$ cat src/rtl/syn_cfg_pkg.sv
package syn_cfg_pkg;

    typedef enum logic [1:0] {
        ADDR_REF  = 2'b00,
        ADDR_AB   = 2'b01,
        ADDR_MODE = 2'b10,
        ADDR_NONE = 2'b11
    } cfg_addr_e;

    typedef enum logic [2:0] {
        ST_DISABLED = 3'd0,
        ST_PWRDN    = 3'd1,
        ST_RX       = 3'd2,
        ST_TX       = 3'd3,
        ST_IDLE     = 3'd4
    } xcvr_state_e;

    localparam int ADDR_W = 2;

endpackage

$ cat src/rtl/syn_ser_sync.sv
module syn_ser_sync #(
    parameter int STAGES = 2,
    parameter int N      = 3
) (
    input  logic         clk,
    input  logic         rst,
    input  logic [N-1:0] async_i,
    output logic [N-1:0] level_o,
    output logic [N-1:0] rise_o
);
    localparam int DEPTH = STAGES + 1;

    typedef struct packed {
        logic [DEPTH-1:0][N-1:0] pipe;
    } sync_t;

    sync_t st_d, st_q;

    always_comb begin
        st_d = st_q;
        st_d.pipe[0] = async_i;
        for (int k = 1; k < DEPTH; k++) begin
            st_d.pipe[k] = st_q.pipe[k-1];
        end
    end

    always_ff @(posedge clk) begin
        if (rst) st_q <= '0;
        else     st_q <= st_d;
    end

    assign level_o = st_q.pipe[STAGES-1];
    assign rise_o  = st_q.pipe[STAGES-1] & ~st_q.pipe[STAGES];

    // a detected edge is a single-cycle pulse
    a_r1_rise_pulse: assert property (@(posedge clk) disable iff (rst)
        (|rise_o) |=> ((rise_o & $past(rise_o)) == '0));

endmodule

$ cat src/rtl/syn_frame_shift.sv
module syn_frame_shift #(
    parameter int FRAME_W = 20
) (
    input  logic               clk,
    input  logic               rst,
    input  logic               bit_i,
    input  logic               sclk_rise_i,
    input  logic               le_lvl_i,
    input  logic               le_rise_i,
    output logic [FRAME_W-1:0] word_o,
    output logic               commit_o
);
    typedef struct packed {
        logic [FRAME_W-1:0] sh;
    } shift_t;

    shift_t st_d, st_q;

    always_comb begin
        st_d = st_q;
        if (le_rise_i) begin
            st_d.sh = '0;
        end else if (!le_lvl_i && sclk_rise_i) begin
            st_d.sh = {st_q.sh[FRAME_W-2:0], bit_i};
        end
    end

    always_ff @(posedge clk) begin
        if (rst) st_q <= '0;
        else     st_q <= st_d;
    end

    assign word_o   = st_q.sh;
    assign commit_o = le_rise_i;

    // no shifting while the latch strobe is high
    a_r2_hold_when_latched: assert property (@(posedge clk) disable iff (rst)
        (le_lvl_i && !le_rise_i) |=> $stable(st_q.sh));

endmodule

$ cat src/rtl/syn_cfg_regs.sv
module syn_cfg_regs
    import syn_cfg_pkg::*;
#(
    parameter int FRAME_W = 20,
    parameter int R_W     = 15,
    parameter int A_W     = 7,
    parameter int B_W     = 11,
    parameter int M_W     = 16
) (
    input  logic               clk,
    input  logic               rst,
    input  logic [FRAME_W-1:0] word_i,
    input  logic               commit_i,
    output logic [R_W-1:0]     rdiv_o,
    output logic [A_W-1:0]     acnt_o,
    output logic [B_W-1:0]     bcnt_o,
    output logic [M_W-1:0]     mode_o
);
    localparam int A_LSB = ADDR_W;
    localparam int B_LSB = ADDR_W + A_W;

    typedef struct packed {
        logic [R_W-1:0] rdiv;
        logic [A_W-1:0] acnt;
        logic [B_W-1:0] bcnt;
        logic [M_W-1:0] mode;
    } regs_t;

    regs_t st_d, st_q;
    cfg_addr_e addr;

    assign addr = cfg_addr_e'(word_i[ADDR_W-1:0]);

    always_comb begin
        st_d = st_q;
        if (commit_i) begin
            unique case (addr)
                ADDR_REF:  st_d.rdiv = word_i[ADDR_W +: R_W];
                ADDR_AB: begin
                    st_d.acnt = word_i[A_LSB +: A_W];
                    st_d.bcnt = word_i[B_LSB +: B_W];
                end
                ADDR_MODE: st_d.mode = word_i[ADDR_W +: M_W];
                default:   st_d = st_q;
            endcase
        end
    end

    always_ff @(posedge clk) begin
        if (rst) st_q <= '0;
        else     st_q <= st_d;
    end

    assign rdiv_o = st_q.rdiv;
    assign acnt_o = st_q.acnt;
    assign bcnt_o = st_q.bcnt;
    assign mode_o = st_q.mode;

    // unused address leaves every register untouched
    a_r4_unused_addr: assert property (@(posedge clk) disable iff (rst)
        (commit_i && word_i[1:0] == 2'b11) |=> $stable(st_q));

    // without a transfer nothing changes
    a_r2_no_transfer_hold: assert property (@(posedge clk) disable iff (rst)
        !commit_i |=> $stable(st_q));

    // a reference transfer leaves the other registers alone
    a_r11_ref_only: assert property (@(posedge clk) disable iff (rst)
        (commit_i && word_i[1:0] == 2'b00) |=>
            ($stable(st_q.acnt) && $stable(st_q.bcnt) && $stable(st_q.mode)));

endmodule

$ cat src/rtl/syn_ctl_port.sv
module syn_ctl_port
    import syn_cfg_pkg::*;
#(
    parameter int FRAME_W     = 20,
    parameter int R_W         = 15,
    parameter int A_W         = 7,
    parameter int B_W         = 11,
    parameter int M_W         = 16,
    parameter int SYNC_STAGES = 2
) (
    input  logic           clk,
    input  logic           rst,
    input  logic           ser_clk,
    input  logic           ser_data,
    input  logic           ser_latch,
    input  logic           pwr_sel1,
    input  logic           pwr_sel2,
    output logic [R_W-1:0] ref_div,
    output logic [A_W-1:0] swallow_cnt,
    output logic [B_W-1:0] main_cnt,
    output logic [M_W-1:0] mode_word,
    output logic           synth_en,
    output logic           lo_en,
    output logic           rx_en,
    output logic           tx_en,
    output logic [2:0]     xcvr_state
);
    localparam int IDX_DATA  = 0;
    localparam int IDX_SCLK  = 1;
    localparam int IDX_LATCH = 2;

    logic [2:0]         ser_lvl, ser_rise;
    logic [FRAME_W-1:0] frame_word;
    logic               frame_commit;
    xcvr_state_e        state_d;

    syn_ser_sync #(.STAGES(SYNC_STAGES), .N(3)) i_sync (
        .clk     (clk),
        .rst     (rst),
        .async_i ({ser_latch, ser_clk, ser_data}),
        .level_o (ser_lvl),
        .rise_o  (ser_rise)
    );

    syn_frame_shift #(.FRAME_W(FRAME_W)) i_shift (
        .clk         (clk),
        .rst         (rst),
        .bit_i       (ser_lvl[IDX_DATA]),
        .sclk_rise_i (ser_rise[IDX_SCLK]),
        .le_lvl_i    (ser_lvl[IDX_LATCH]),
        .le_rise_i   (ser_rise[IDX_LATCH]),
        .word_o      (frame_word),
        .commit_o    (frame_commit)
    );

    syn_cfg_regs #(
        .FRAME_W (FRAME_W),
        .R_W     (R_W),
        .A_W     (A_W),
        .B_W     (B_W),
        .M_W     (M_W)
    ) i_regs (
        .clk      (clk),
        .rst      (rst),
        .word_i   (frame_word),
        .commit_i (frame_commit),
        .rdiv_o   (ref_div),
        .acnt_o   (swallow_cnt),
        .bcnt_o   (main_cnt),
        .mode_o   (mode_word)
    );

    always_comb begin
        lo_en    = pwr_sel1 | pwr_sel2;
        synth_en = mode_word[0] & lo_en;
        rx_en    = pwr_sel1 & pwr_sel2;
        tx_en    = pwr_sel1 & ~pwr_sel2;
        if (!mode_word[0]) begin
            state_d = ST_DISABLED;
        end else begin
            unique case ({pwr_sel1, pwr_sel2})
                2'b00:   state_d = ST_PWRDN;
                2'b11:   state_d = ST_RX;
                2'b10:   state_d = ST_TX;
                default: state_d = ST_IDLE;
            endcase
        end
        xcvr_state = state_d;
    end

    // the synthesizer never runs without mode bit 0
    a_r6_en_needs_mode: assert property (@(posedge clk) disable iff (rst)
        synth_en |-> mode_word[0]);

    // receive and transmit are never enabled together
    a_r7_rx_tx_excl: assert property (@(posedge clk) disable iff (rst)
        $onehot0({rx_en, tx_en}));

    // right after reset the synthesizer is off
    a_r10_reset_off: assert property (@(posedge clk)
        $past(rst) |-> !synth_en);

endmodule

$ cat config.mk
export PLATFORM = sky130hd
export DESIGN_NAME = syn_ctl_port
export DESIGN_NICKNAME = d
export VERILOG_FILES = /design/src/rtl/syn_cfg_pkg.sv /design/src/rtl/syn_ser_sync.sv /design/src/rtl/syn_frame_shift.sv /design/src/rtl/syn_cfg_regs.sv /design/src/rtl/syn_ctl_port.sv
export SDC_FILE = /design/constraint.sdc
export NUM_CORES = 1
export LEC_CHECK = 0
export BUFFER_PORTS_ARGS = -buffer_cell sky130_fd_sc_hd__buf_2
export CELL_PAD_IN_SITES_DETAIL_PLACEMENT = 0
export CELL_PAD_IN_SITES_GLOBAL_PLACEMENT = 1
export CORE_AREA = 3 3 86 88
export DETAILED_ROUTE_END_ITERATION = 8
export DIE_AREA = 0 0 89 91
export GPL_TIMING_DRIVEN = 1
export PLACE_DENSITY_LB_ADDON = 0.1
export SKIP_LAST_GASP = 1
export SLEW_MARGIN = 25
export SYNTH_ARGS = -nofsm -noshare
export SYNTH_HDL_FRONTEND = slang
export SYNTH_SLANG_ARGS = --single-unit
$ cat constraint.sdc
create_clock -name clk -period 3.6 [get_ports clk]
set_input_delay 0.18 -clock clk [delete_from_list [all_inputs] [get_ports clk]]
set_output_delay 0.18 -clock clk [all_outputs]
set_load 0.01 [all_outputs]
Word level (Yosys, flattened, before mapping)
Index checks and enable logic that the tools add are counted.

storage, ports and cells
  flip-flop bits (word level) = 78
  output and inout port bits = 56

cells by class
  equal/unequal tests = 4
  multiplexer cells = 2
  bitwise operators = 7
  reduce and logical (&&, ||, !) cells = 8

operators with widths
  kind                                                              number
  3-bit one-hot mux with 3 select lines                             1
  2-bit == test (second input constant)                             3
  2-bit AND reduction                                               3
  2-bit zero test                                                   2
  1-bit AND                                                         3
  3-bit AND                                                         1
  3-bit two-way mux                                                 1
  3-bit NOT                                                         1
  2-bit by 1-bit == test with 1-bit output (second input constant)  1
  2-bit OR reduction                                                1
  1-bit logical AND                                                 1
  1-bit zero test                                                   1
  1-bit NOT                                                         1
  1-bit OR                                                          1

Depth between registers and ports, before layout
  depth after elaboration = 3
  depth in mapped cells = 5

Cells and area by module
Synthesis repeated with hierarchy kept, for this count alone.

second synthesis, totals
  cell total of the unflattened synthesis = 304
  area total of the unflattened synthesis = 3041.7 µm²

by module, submodules not included
  module           instances  cells each  area an instance (µm²)  sequential area each (µm²)
  syn_cfg_regs     1          183         2006.9                  980.9
  syn_frame_shift  1          90          708.2                   400.4
  syn_ser_sync     1          24          277.8                   180.2
  syn_ctl_port     1          7           48.8                    0.0

Worst setup path before layout
Ideal clock, no wire load.

  path kind = reg-to-reg
  from = register i_shift.st_q, in the netlist i_shift.word_o[0]
  to = register i_regs.st_q, in the netlist i_regs.rdiv_o[10]
  setup time = 139 ps
  arrival = 1275 ps
  required time = 3461 ps
  slack = 2186 ps
  stages on the path, launching flop included = 6
  path buffers = 2
  path through = dfxtp_1 or4b_1 buf_6 buf_12 nand2_2 a21oi_2

on the way
  cells in the longest elaborated chain, start to end = 2

RTL lines
  what                                  RTL line               RTL
  from (decl)                           syn_frame_shift.sv:17  shift_t st_d, st_q;
  from (signal assigned)                syn_frame_shift.sv:30  else st_q <= st_d;
  2-bit zero test                       syn_cfg_regs.sv:37     unique case (addr)
  2-bit AND reduction (no source line)  -
  to (signal assigned)                  syn_cfg_regs.sv:51     else st_q <= st_d;
  to (decl)                             syn_cfg_regs.sv:29     regs_t st_d, st_q;

No other way between the ends.
A chain may end at the register's enable or synchronous reset.

Worst setup path after layout
  from = register i_sync.st_q, in the netlist i_sync.level_o[2]
  to = register i_regs.st_q, in the netlist i_regs.rdiv_o[5]

on the way
  cells in the longest elaborated chain, start to end = 2

RTL lines
  what                                  RTL line            RTL
  from (decl)                           syn_ser_sync.sv:17  sync_t st_d, st_q;
  from (signal assigned)                syn_ser_sync.sv:29  else st_q <= st_d;
  3-bit AND                             syn_ser_sync.sv:33  assign rise_o = st_q.pipe[STAGES-1] & ~st_q.pipe[STAGES];
  2-bit AND reduction (no source line)  -

No other way between the ends.

==> impl_metrics.py <==
metrics = {
    "worst_setup_path": {
        "r2r_cells": 3,
        "crit_type": "flop to flop",
        "end_kind": "flop",
        "startpoint": "i_sync.level_o[2]$_SDFF_PP0_",
        "startpoint_type": "flop",
        "critPathMaxFanout": 15,
        "timing.rr.start": "i_sync.level_o[2]$_SDFF_PP0_",
        "cp.arrival_ps": 1950,
        "cp.required_ps": 3790,
    },
    "sta": {
        "relSlewSlack": 0.412,
        "slew_viol_final": 0,
        "tightest_slew_ps": 878,
        "holdWs_ps": 45.4,
        "hold_viol": 0,
        "rsz0062_at_grt": "false",
        "fin_crit_sh": 0.487,
        "period_needed_ps": 1750,
        "max_clock_freq_mhz": 570,
        "tns_ps": 0,
        "fin_skew_ps": 9.48,
        "setup_viol": 0,
        "setup_slack_ps": 1850,
    },
    "routing": {
        "first_pass_iters": 4,
        "wl_um": 6260,
        "detail-route-antenna-nets": 0,
        "drc": 0,
        "vias_per_cell": 4.85,
        "wire_per_inst_um": 13.4,
        "dr_total_vias": 2268,
        "drtIter0Drc": 152,
    },
    "placement": {
        "dpl.hpwl_um": 4050,
        "dp_slack_ps": 1800,
        "gp_congestion": 0.732,
        "portBuffers": 62,
    },
    "final_layout": {
        "multi_input_area_um2": 1130,
        "drive_gt1_frac": 0.268,
        "diodes": 0,
        "layout.nets": 391,
        "syn2layout_area_growth_pct": 18.6,
        "ff_latch_area_um2": 1540,
        "fillerInstances": 697,
    },
    "power": {
        "powerDensity_nw_per_um2": 483,
        "power_uw": 1600,
        "leakage_uw": 0.00127,
        "peakVddDrop_v": 0.000203,
    },
    "flow_run": {
        "maxCapViolCount": 0,
    },
    "synthesis": {
        "syn_inst": 332,
        "yosys-top-cells-count": "128 x nand2_1, 77 x dfxtp_1, 59 x a21oi_1",
        "synth.most_common_cell": "nand2_1",
        "synth-simple-area-share": 0.264,
        "synth_mux_area_frac": 0,
        "synth-xor-area-share": 0,
        "synth_top_cell_by_area": "dfxtp_1",
        "synth.distinct_cells": 24,
        "synth-seq-cells": 77,
        "syn-mean-instance-area_um2": 8.42,
        "synthFlopType": "dfxtp_1",
        "synthAdderAreaFrac": 0,
        "ys_warn_count": 0,
        "synth_nets": 339,
        "async_reset_ff_frac": 0,
        "synth_compound_area_frac": 0.140,
        "synth_top_area_frac": 0.551,
        "synth_edf_count": 0,
        "yosysSeqAreaShare": 0.551,
        "syn_area_um2": 2800,
        "synth_top_family_by_area": "simple AND/OR/NAND/NOR gates",
        "synth_area_leaders": "dfxtp_1 55%, nand2_1 17%, a21oi_1 11%",
    },
    "cts": {
        "clock-root-buffer": "clkbuf_8",
        "clk_latency_ps": 340,
        "postCtsHoldBufs": 0,
        "cts-resized-gates": 0,
        "h-tree-depth": 3,
        "cts.reportedPaths.clkPinSlew_ps": 70,
        "post_cts_buffers": 0,
        "cts_tree": "built",
        "cts-buffers-inserted": 9,
        "clockBufferDepth": 2,
        "cts_sinks": 77,
    },
    "global_routing": {
        "grt_max_degree": 58,
        "grt_first_pass_wirelength_um": 10000,
        "globalRouteOverflowTotal": 0,
        "track_usage": 0.161,
        "grt_antenna_before_repair": 0,
        "grt_pass1_vias": 2005,
    },
    "floorplanning": {
        "die_h_um": 91,
        "initial_core_util": 0.416,
        "rows": 30,
        "die-area_um2": 8100,
        "die_w_um": 89,
        "io_pins": 63,
        "core_area_um2": 6720,
    },
    "worst_hold_path": {
        "hold_depth": 2,
        "hp-class": "input pin to flop",
        "hp-start": "ser_clk",
    },
    "run_status": {
        "status": "finished, final reports clean",
    },
}
-- registers in the layout, indices dropped and copies added (netlist names) --
| name | count |
|---|---|
| i_shift.word_o | 20 |
| i_regs.mode_o | 16 |
| i_regs.rdiv_o | 15 |
| i_regs.bcnt_o | 11 |
| i_regs.acnt_o | 7 |
| i_sync.level_o | 3 |
| i_sync.st_d | 3 |
| i_sync.st_q | 2 |
-- kinds of logic (layout without fill, tap and decap cells) --
| family | after synthesis | after routing |
|---|---|---|
| AO/OA/AOI/OAI | 70 | 70 |
| buffers and inverters | 24 | 80 |
| flip-flops | 77 | 77 |
| AND/OR/NAND/NOR | 161 | 161 |
-- metrics by stage --
step / cell area (um2) / util / cells
after floorplan: 2800 / - / 332
after global placement: 3100 / 0.462 / 453
after detailed placement: 3100 / 0.462 / 453
after CTS: 3320 / 0.494 / 468
after global routing: 3320 / 0.494 / 468
final: 3320 / 0.494 / 468
-- placed cells by master (no fill, tap or decap) --
cell type,netlist,layout
nand2_1,128,128
dfxtp_1,77,77
buf_2,6,62
a21oi_1,59,59
nor2b_1,10,10
nand2_2,10,10
a21oi_2,10,10
clkbuf_8,0,10
and2_1,3,3
and4bb_2,2,2
nand4bb_1,2,2
bufinv_16,0,2
buf_4,1,2
or2_2,1,1
and3b_1,1,1
nor3b_2,0,1
or3b_2,1,1
inv_1,1,1
a21o_1,1,1
nor4b_4,1,1
or4b_1,1,1
clkbuf_1,11,1
clkinvlp_4,0,1
clkinv_2,0,1
-- critical path: stages, from the launching register on --
cell and delay (ps):
dfxtp_1 500, or4b_1 850, nand2_2 200, a21oi_2 70
-- per-layer routing --
layer / track usage / part of all wire / up-vias
met5: 0 / 0 / -
met4: 0.0782 / 0.016 / 0
met3: 0.0290 / 0.054 / 8
met2: 0.233 / 0.42 / 58
met1: 0.227 / 0.51 / 1025
li1: - / - / 1177
-- cell type report --
cell class / count / area share
sequential: 77 / 0.465
multi-input combinational: 231 / 0.341
timing repair buffer: 64 / 0.0981
clock buffer: 11 / 0.0426
tap: 80 / 0.0302
clock inverter: 4 / 0.0219
inverter: 1 / 0.00113
-- report_power, final --
part | leakage (uW) | switching [uW] | internal [uW]
combinational | 0.000544 | 30.4 | 10.7
sequential | 0.000621 | 2.78 | 855
clock | 0.000105 | 297 | 405
total | 0.00127 | 330 | 1270
-- path summary, 6_finish.rpt --
check                                   to  slack (ps)
min reg2reg   i_sync.level_o[1]$_SDFF_PP0_         440
max          i_regs.rdiv_o[5]$_SDFFE_PP0P_        1850
max reg2reg  i_regs.rdiv_o[5]$_SDFFE_PP0P_        1850
min              i_sync.st_d[4]$_SDFF_PP0_          50
Power figures use the tool's default switching activity.
